<file path="src/rtl/lfc_pkg.sv">
`timescale 1ns/1ps
package lfc_pkg;
    localparam int GRANT_W = 7;

    localparam logic [7:0] CODE_HELLO = 8'hE0;
    localparam logic [7:0] CODE_GR_S  = 8'hE1;
    localparam logic [7:0] CODE_GR_M  = 8'hE2;
    localparam logic [7:0] CODE_GR_L  = 8'hE3;

    localparam int GRANT_S = 8;
    localparam int GRANT_M = 16;
    localparam int GRANT_L = 64;

    typedef struct packed {
        logic       ctrl;
        logic [7:0] code;
    } token_t;

    typedef enum logic [1:0] {
        LNK_OFF,
        LNK_ARMED,
        LNK_HELLO,
        LNK_RUN
    } lnk_state_e;

    // Credit amount carried by a control code, zero for anything else.
    function automatic logic [GRANT_W-1:0] grant_size(input logic [7:0] code);
        case (code)
            CODE_GR_S: return GRANT_W'(GRANT_S);
            CODE_GR_M: return GRANT_W'(GRANT_M);
            CODE_GR_L: return GRANT_W'(GRANT_L);
            default:   return '0;
        endcase
    endfunction

    function automatic logic is_reserved(input logic ctrl, input logic [7:0] code);
        return ctrl && (code == CODE_HELLO || code == CODE_GR_S ||
                        code == CODE_GR_M  || code == CODE_GR_L);
    endfunction
endpackage

</file>
<file path="src/rtl/lfc_rx_fifo.sv">
`timescale 1ns/1ps
module lfc_rx_fifo #(
    parameter int DEPTH = 64,
    parameter int W     = 9,
    localparam int AW   = $clog2(DEPTH),
    localparam int CW   = AW + 1
) (
    input  logic          clk,
    input  logic          rst_n,
    input  logic          push,
    input  logic [W-1:0]  push_data,
    input  logic          pop,
    output logic          out_valid,
    output logic [W-1:0]  out_data,
    output logic [CW-1:0] free
);
    logic [W-1:0]  mem [DEPTH];
    logic [AW-1:0] wr_ptr, rd_ptr;
    logic [CW-1:0] count;

    always_ff @(posedge clk or negedge rst_n) begin
        if (!rst_n) begin
            wr_ptr <= '0;
            rd_ptr <= '0;
            count  <= '0;
        end else begin
            if (push) wr_ptr <= wr_ptr + 1'b1;
            if (pop)  rd_ptr <= rd_ptr + 1'b1;
            count <= count + CW'(push) - CW'(pop);
        end
    end

    always_ff @(posedge clk) begin
        if (push) mem[wr_ptr] <= push_data;
    end

    assign out_valid = (count != '0);
    assign out_data  = mem[rd_ptr];
    assign free      = CW'(DEPTH) - count;

    // the credit discipline must never let the buffer overflow
    p_no_overflow_r8: assert property (@(posedge clk) disable iff (!rst_n)
        push |-> (count < CW'(DEPTH)));
endmodule

</file>
<file path="src/rtl/lfc_tx_credit.sv">
`timescale 1ns/1ps
module lfc_tx_credit
    import lfc_pkg::*;
#(
    parameter int CRED_W = 8
) (
    input  logic               clk,
    input  logic               rst_n,
    input  logic               clear,
    input  logic               hello_sent,
    input  logic [GRANT_W-1:0] grant_amt,
    input  logic               spend,
    output logic               credit_nz
);
    localparam int SW = CRED_W + 1;

    logic [CRED_W-1:0] credit, credit_nxt;
    logic [SW-1:0]     wide;

    always_comb begin
        wide = {1'b0, (hello_sent ? {CRED_W{1'b0}} : credit)}
             + SW'(grant_amt) - SW'(spend);
        if (clear)
            credit_nxt = '0;
        else if (wide[CRED_W])
            credit_nxt = '1;
        else
            credit_nxt = wide[CRED_W-1:0];
    end

    always_ff @(posedge clk or negedge rst_n) begin
        if (!rst_n) credit <= '0;
        else        credit <= credit_nxt;
    end

    assign credit_nz = (credit != '0);

    // nothing is spent from an empty counter
    p_no_dry_send_r4: assert property (@(posedge clk) disable iff (!rst_n)
        (credit == '0) |-> !spend);
    // a lone send costs exactly one credit
    p_spend_one_r4: assert property (@(posedge clk) disable iff (!rst_n)
        (spend && grant_amt == '0 && !hello_sent && !clear)
        |=> credit == $past(credit) - 1'b1);
    // an accepted reset token leaves only the same-cycle grant
    p_hello_zero_r3: assert property (@(posedge clk) disable iff (!rst_n)
        (hello_sent && !clear) |=> credit == CRED_W'($past(grant_amt)));
    // an unsaturated grant adds its amount
    p_grant_add_r5: assert property (@(posedge clk) disable iff (!rst_n)
        (grant_amt != '0 && !spend && !hello_sent && !clear &&
         ({1'b0, credit} + SW'(grant_amt) <= {1'b0, {CRED_W{1'b1}}}))
        |=> credit == $past(credit) + CRED_W'($past(grant_amt)));
endmodule

</file>
<file path="src/rtl/lfc_rx_issue.sv">
`timescale 1ns/1ps
module lfc_rx_issue
    import lfc_pkg::*;
#(
    parameter int CW       = 7,
    parameter int LOW_MARK = 8
) (
    input  logic               clk,
    input  logic               rst_n,
    input  logic               clear,
    input  logic               peer_hello,
    input  logic               rx_push,
    input  logic [CW-1:0]      free,
    input  logic               grant_taken,
    output logic               grant_req,
    output logic [7:0]         grant_code,
    output logic [GRANT_W-1:0] grant_amt,
    output logic               issue_ok
);
    logic [CW-1:0] issued;
    logic [CW-1:0] avail;
    logic          peer_up;

    always_comb begin
        avail      = free - issued;
        grant_code = CODE_GR_S;
        grant_amt  = '0;
        if (32'(avail) >= GRANT_L) begin
            grant_code = CODE_GR_L;
            grant_amt  = GRANT_W'(GRANT_L);
        end else if (32'(avail) >= GRANT_M) begin
            grant_code = CODE_GR_M;
            grant_amt  = GRANT_W'(GRANT_M);
        end else if (32'(avail) >= GRANT_S) begin
            grant_amt  = GRANT_W'(GRANT_S);
        end
        grant_req = peer_up && (32'(issued) < LOW_MARK) && (grant_amt != '0);
    end

    always_ff @(posedge clk or negedge rst_n) begin
        if (!rst_n) begin
            issued  <= '0;
            peer_up <= 1'b0;
        end else if (clear) begin
            issued  <= '0;
            peer_up <= 1'b0;
        end else begin
            issued <= (peer_hello ? {CW{1'b0}} : issued)
                    - CW'(rx_push)
                    + (grant_taken ? CW'(grant_amt) : {CW{1'b0}});
            if (peer_hello) peer_up <= 1'b1;
        end
    end

    assign issue_ok = (issued != '0);

    // promises never exceed the buffer space actually free
    p_issued_bound_r8: assert property (@(posedge clk) disable iff (!rst_n)
        issued <= free);
    // an accepted grant raises the outstanding count by its amount
    p_grant_acc_r7: assert property (@(posedge clk) disable iff (!rst_n)
        (grant_taken && !rx_push && !peer_hello && !clear)
        |=> issued == $past(issued) + CW'($past(grant_amt)));
    // a reset token from the far end restarts the count from zero
    p_peer_reset_r6: assert property (@(posedge clk) disable iff (!rst_n)
        (peer_hello && !grant_taken && !clear) |=> issued == '0);
endmodule

</file>
<file path="src/rtl/lfc_link_ctrl.sv">
`timescale 1ns/1ps
module lfc_link_ctrl
    import lfc_pkg::*;
#(
    parameter int FIFO_DEPTH = 64,
    parameter int CRED_W     = 8,
    parameter int LOW_MARK   = 8
) (
    input  logic       clk,
    input  logic       rst_n,
    input  logic       link_en,
    input  logic       hello_req,
    input  logic       src_valid,
    output logic       src_ready,
    input  logic       src_ctrl,
    input  logic [7:0] src_data,
    output logic       tx_valid,
    input  logic       tx_ready,
    output logic       tx_ctrl,
    output logic [7:0] tx_data,
    input  logic       rx_valid,
    input  logic       rx_ctrl,
    input  logic [7:0] rx_data,
    output logic       snk_valid,
    input  logic       snk_ready,
    output logic       snk_ctrl,
    output logic [7:0] snk_data
);
    localparam int CW = $clog2(FIFO_DEPTH) + 1;

    lnk_state_e         state, state_nxt;
    logic               rx_live, rx_hello, rx_payload, rx_push;
    logic [GRANT_W-1:0] rx_grant;
    logic               issue_ok, grant_req;
    logic [7:0]         grant_code;
    logic [GRANT_W-1:0] grant_amt;
    logic [CW-1:0]      fifo_free;
    logic               credit_nz;
    logic               hello_sent, grant_go, grant_taken, src_go, spend;
    token_t             tx_tok, snk_tok;

    // ---------------- receive decode ----------------
    always_comb begin
        rx_live    = rx_valid && link_en;
        rx_hello   = rx_live && rx_ctrl && (rx_data == CODE_HELLO);
        rx_grant   = (rx_live && rx_ctrl) ? grant_size(rx_data) : '0;
        rx_payload = rx_live && !is_reserved(rx_ctrl, rx_data);
        rx_push    = rx_payload && issue_ok;
    end

    // ---------------- state register ----------------
    always_ff @(posedge clk or negedge rst_n) begin
        if (!rst_n) state <= LNK_OFF;
        else        state <= state_nxt;
    end

    always_comb begin
        state_nxt = state;
        unique case (state)
            LNK_OFF:   if (link_en)   state_nxt = LNK_ARMED;
            LNK_ARMED: if (hello_req) state_nxt = LNK_HELLO;
            LNK_HELLO: if (tx_ready)  state_nxt = LNK_RUN;
            LNK_RUN:   if (hello_req) state_nxt = LNK_HELLO;
        endcase
        if (!link_en) state_nxt = LNK_OFF;
    end

    // ---------------- outputs / transmit arbitration ----------------
    always_comb begin
        hello_sent  = (state == LNK_HELLO) && tx_ready;
        grant_go    = ((state == LNK_ARMED) || (state == LNK_RUN)) && grant_req;
        src_go      = (state == LNK_RUN) && !grant_req && credit_nz;
        grant_taken = grant_go && tx_ready;
        src_ready   = src_go && tx_ready;
        spend       = src_valid && src_ready;
        tx_valid    = 1'b0;
        tx_tok      = '{ctrl: 1'b0, code: 8'h00};
        if (state == LNK_HELLO) begin
            tx_valid = 1'b1;
            tx_tok   = '{ctrl: 1'b1, code: CODE_HELLO};
        end else if (grant_go) begin
            tx_valid = 1'b1;
            tx_tok   = '{ctrl: 1'b1, code: grant_code};
        end else if (src_go && src_valid) begin
            tx_valid = 1'b1;
            tx_tok   = '{ctrl: src_ctrl, code: src_data};
        end
    end

    assign tx_ctrl  = tx_tok.ctrl;
    assign tx_data  = tx_tok.code;
    assign snk_ctrl = snk_tok.ctrl;
    assign snk_data = snk_tok.code;

    // ---------------- sub-blocks ----------------
    lfc_tx_credit #(.CRED_W(CRED_W)) u_tx_credit (
        .clk        (clk),
        .rst_n      (rst_n),
        .clear      (!link_en),
        .hello_sent (hello_sent),
        .grant_amt  (rx_grant),
        .spend      (spend),
        .credit_nz  (credit_nz)
    );

    lfc_rx_issue #(.CW(CW), .LOW_MARK(LOW_MARK)) u_rx_issue (
        .clk         (clk),
        .rst_n       (rst_n),
        .clear       (!link_en),
        .peer_hello  (rx_hello),
        .rx_push     (rx_push),
        .free        (fifo_free),
        .grant_taken (grant_taken),
        .grant_req   (grant_req),
        .grant_code  (grant_code),
        .grant_amt   (grant_amt),
        .issue_ok    (issue_ok)
    );

    lfc_rx_fifo #(.DEPTH(FIFO_DEPTH), .W($bits(token_t))) u_rx_fifo (
        .clk       (clk),
        .rst_n     (rst_n),
        .push      (rx_push),
        .push_data ({rx_ctrl, rx_data}),
        .pop       (snk_valid && snk_ready),
        .out_valid (snk_valid),
        .out_data  (snk_tok),
        .free      (fifo_free)
    );

    // a disabled link goes quiet on the next cycle
    p_off_quiet_r1: assert property (@(posedge clk) disable iff (!rst_n)
        !link_en |=> (!tx_valid && !src_ready));
    // an accepted request puts the reset token on the wire
    p_hello_out_r2: assert property (@(posedge clk) disable iff (!rst_n)
        (hello_req && link_en && (state == LNK_ARMED || state == LNK_RUN))
        |=> (tx_valid && tx_ctrl && tx_data == CODE_HELLO));
    // reserved tokens never reach the sink
    p_sink_clean_r9: assert property (@(posedge clk) disable iff (!rst_n)
        snk_valid |-> !is_reserved(snk_ctrl, snk_data));
    // a pending grant holds off source traffic
    p_grant_first_r10: assert property (@(posedge clk) disable iff (!rst_n)
        (grant_req && state == LNK_RUN) |-> !src_ready);
endmodule

</file>
<file path="config.mk">
export PLATFORM = sky130hd
export DESIGN_NAME = lfc_link_ctrl
export DESIGN_NICKNAME = d
export VERILOG_FILES = /design/src/rtl/lfc_pkg.sv /design/src/rtl/lfc_rx_fifo.sv /design/src/rtl/lfc_tx_credit.sv /design/src/rtl/lfc_rx_issue.sv /design/src/rtl/lfc_link_ctrl.sv
export SDC_FILE = /design/constraint.sdc
export NUM_CORES = 1
export LEC_CHECK = 0
export ABC_CLOCK_PERIOD_IN_PS = 12100
export BUFFER_PORTS_ARGS = -buffer_cell sky130_fd_sc_hd__buf_2
export CAP_MARGIN = 40
export CORE_UTILIZATION = 54
export DETAILED_ROUTE_END_ITERATION = 12
export PLACE_DENSITY = 0.72
export REMOVE_ABC_BUFFERS = 1
export SETUP_SLACK_MARGIN = 0.15
export SLEW_MARGIN = 20
export SYNTH_ARGS = -nofsm -noshare
export SYNTH_HDL_FRONTEND = slang
export SYNTH_SLANG_ARGS = --single-unit
export TNS_END_PERCENT = 10
</file>
<file path="constraint.sdc">
create_clock -name clk -period 12.1 [get_ports clk]
set_clock_uncertainty 0.05 [all_clocks]
set_input_delay 1.21 -clock clk [delete_from_list [all_inputs] [get_ports clk]]
set_output_delay 1.21 -clock clk [all_outputs]
set_load 0.02 [all_outputs]
</file>
==> results.py <==
metrics = {
    "timing": {
        "finalSetupTns_ps": 0,
        "fin_crit_ps": 5310,
        "worstMarginPinSlew_ps": 819,
        "setup_violations": 0,
        "timing.fmax_ghz": 0.188,
        "slew_headroom": 0.454,
        "rsz0062_at_grt": "false",
        "hold_violations": 0,
        "final_max_slew_viol_count": 0,
        "finalCritPeriodShare": 0.439,
    },
    "global_routing": {
        "grt_max_degree": 75,
        "grt_use_met2": 0.397,
        "grt_pass1_vias": 12900,
        "antenna_found_initial": 0,
        "track_usage": 0.242,
        "gr-total-overflow": 0,
        "top_usage_layer": "met2",
        "met3_usage": 0.0561,
        "globalRouteMet1Util": 0.326,
        "grt_first_pass_wirelength_um": 82700,
    },
    "drt": {
        "drc": 0,
        "routed_wl_um": 55300,
        "wl_per_cell_um": 26.9,
        "ant_nets": 0,
        "vias": 12600,
        "viasPerCell": 6.15,
        "drtIter0Drc": 1400,
        "dr.pass1.iters": 6,
    },
    "setup_path": {
        "critPathArrivalTime_ps": 4050,
        "worstSetupPathType": "reg -> out",
        "crit_slowest_cell": "mux4_2",
        "rrSetupSlack_ps": 7100,
        "required_ps": 10840,
        "slowest_delay_ps": 610,
        "crit_cells": 7,
        "crit_chain": "buf_12, buf_12, mux4_2, mux4_2, a22oi_1, o21ai_1, buf_2",
        "ff2ff_path_depth": 18,
        "cp-start-kind": "flip-flop",
        "path_delay_family": "multiplexers",
        "cp-end-kind": "output pin",
        "crit_buf_inv": 3,
        "path_max_fanout": 74,
    },
    "yosys": {
        "synthesis.area_mm2": 0.0252,
        "synthTopCellsByCount": "576 x edfxtp_1, 166 x mux4_2, 82 x nor2_1",
        "yosysMostFrequentCell": "edfxtp_1",
        "synthMuxAreaShare": 0.161,
        "yosysTopAreaCellShare": 0.686,
        "synthTopCellsByArea": "edfxtp_1 69%, mux4_2 15%, dfrtp_1 3.7%, ha_1 2.0%, nor2_1 1.2%",
        "syn_inst": 1276,
        "yosys_warnings": 0,
        "synthSimpleGateAreaFrac": 0.0366,
        "synth-compound-area-share": 0.0255,
        "ys_ff_latch": 613,
        "synth_top_cell_by_area": "edfxtp_1",
        "synthDistinctLibCells": 57,
        "synth_edf_count": 576,
        "yosysSeqAreaShare": 0.723,
        "synthFlopType": "edfxtp_1",
        "synth-adder-area-share": 0.0235,
        "avgSynthCellArea_um2": 19.8,
        "yosys.area_share.xor_xnor": 0.0106,
        "synth_top_family_by_area": "multiplexers",
        "async_flop_share": 0.0604,
    },
    "clock_network": {
        "post_cts.repair.setup_buffers": 0,
        "clkLatencyLatePin_ps": 610,
        "cts.clk_slew.worst_paths_ps": 60,
        "ctsHtreeMaxLevel": 2,
        "cts-root-buf": "clkbuf_16",
        "ctsHoldBuffers": 0,
        "numCtsBuffers": 58,
        "clock_tree.buffer_depth": 3,
        "tritoncts": "built",
        "cts.sink_count": 613,
        "cts_resized": 0,
    },
    "pwr": {
        "leakage_uw": 0.00969,
        "p_sw_uw": 2030,
        "swShare": 0.312,
        "power_density_mw_per_mm2": 228,
        "combPwrFrac": 0.330,
        "p_seq_frac": 0.388,
        "clockPowerShare": 0.282,
        "p_int_uw": 4480,
        "vdd_drop_max_mv": 0.150,
    },
    "place": {
        "hpwl_um": 34200,
        "numPortBuffers": 46,
        "gp_congestion": 0.812,
    },
    "floorplanning": {
        "die_area_mm2": 0.0475,
        "die_h_um": 218,
        "chipWidth_um": 218,
        "core_area_mm2": 0.0457,
        "rows": 78,
        "io_pins": 47,
        "start_util": 0.552,
    },
    "finish": {
        "final_util": 0.625,
        "diodes": 0,
        "nNetsFinal": 1478,
        "layout-drive-gt1-share": 0.276,
        "syn2layout_area_growth_pct": 13.3,
    },
    "outcome": {
        "outcome": "finished clean",
    },
    "run": {
        "max_cap_viol_count": 0,
    },
    "hold_path": {
        "hold_class": "in -> async",
    },
}
layout make-up:
type / count / area (um^2)
clock buffers: 72 / 1660
fillers: 3127 / 17100
inverters: 45 / 169
repair buffers: 132 / 946
well taps: 600 / 751
flip-flops and latches: 613 / 18200
multi-input cells: 557 / 6490
clock inverters: 35 / 295
metrics by stage:
step | power (uW) | hold slack [ps] | std cells | setup slack (ps) | area (um^2)
3_5_place_dp | 4710 | 480 | 1938 | 7100 | 26500
5_1_grt | 6800 | 403 | 2054 | 6600 | 28500
3_3_place_gp | 4650 | 467 | 1891 | 7230 | 26100
6_report | 6510 | 411 | 2054 | 6790 | 28500
4_1_cts | 6540 | 382 | 2045 | 6580 | 28500
2_1_floorplan | 4250 | 433 | 1215 | 3660 | 24900
cells by family (layout without fill, tap and decap cells):
group	count (synthesis)	count (layout)
adder cells (fa/ha/maj)	45	45
AND/OR/NAND/NOR	195	195
flip-flops	613	613
AO/OA/AOI/OAI	90	90
multiplexers	198	198
XOR/XNOR	29	29
buffers and inverters	106	284
cell usage in the layout (no fill, tap or decap), types with 4 or more instances in the layout:
cell and n:
a22o_1 4, o21ai_1 5, nand4_1 8, a22oi_1 16
a21o_1 9, inv_1 45, clkinv_2 12, nand2_1 44
clkinv_1 14, and2_1 10, buf_4 81, nand3b_1 6
a21oi_1 11, fa_1 4, nor2b_1 10, nor2_1 82
xnor2_1 16, edfxtp_1 576, mux2_2 5, buf_12 4
o21a_1 7, nand3_1 10, nor4_1 4, clkbuf_1 6
xor2_1 12, ha_1 41, dfrtp_1 33, mux2i_1 27
clkbuf_16 65, bufinv_16 5, mux4_2 166, o21ai_0 7
a211oi_1 7, buf_2 46
final timing paths:
check,start,to
worst max-delay path,u_rx_fifo.rd_ptr[0],snk_data[1]
worst min-delay path,rst_n,u_tx_credit.credit[0]
worst max register to register,u_rx_fifo.count[1],u_tx_credit.credit[4]
worst min register to register,u_rx_issue.peer_up,u_rx_issue.peer_up
max in group asynchronous,rst_n,u_rx_fifo.rd_ptr[3]
min in group clk,u_rx_issue.peer_up,u_rx_issue.peer_up
power by group through the flow:
stage	logic, uW	registers [uW]	clock network, uW
after floorplan	1540	2710	0
after global placement	2060	2590	0
after detailed placement	2110	2600	0
after CTS	2130	2550	1860
after global routing	2330	2540	1940
final	2150	2530	1840
per-layer routing:
metal / wire length [um] / vias to the layer above
met2: 27400 / 558
li1: - / 5425
met1: 22000 / 6561
met3: 4450 / 91
met5: 0 / -
met4: 1450 / 0
flip-flops by register name (all words and copies together), names as in the netlist:
register / flops
u_tx_credit.credit: 8
u_rx_issue.peer_up: 1
u_rx_issue.issued: 7
u_rx_fifo.wr_ptr: 6
u_rx_fifo.count: 7
u_rx_fifo.mem: 576
u_rx_fifo.rd_ptr: 6
state: 2
Note: power is estimated with default switching activity, not from simulation.
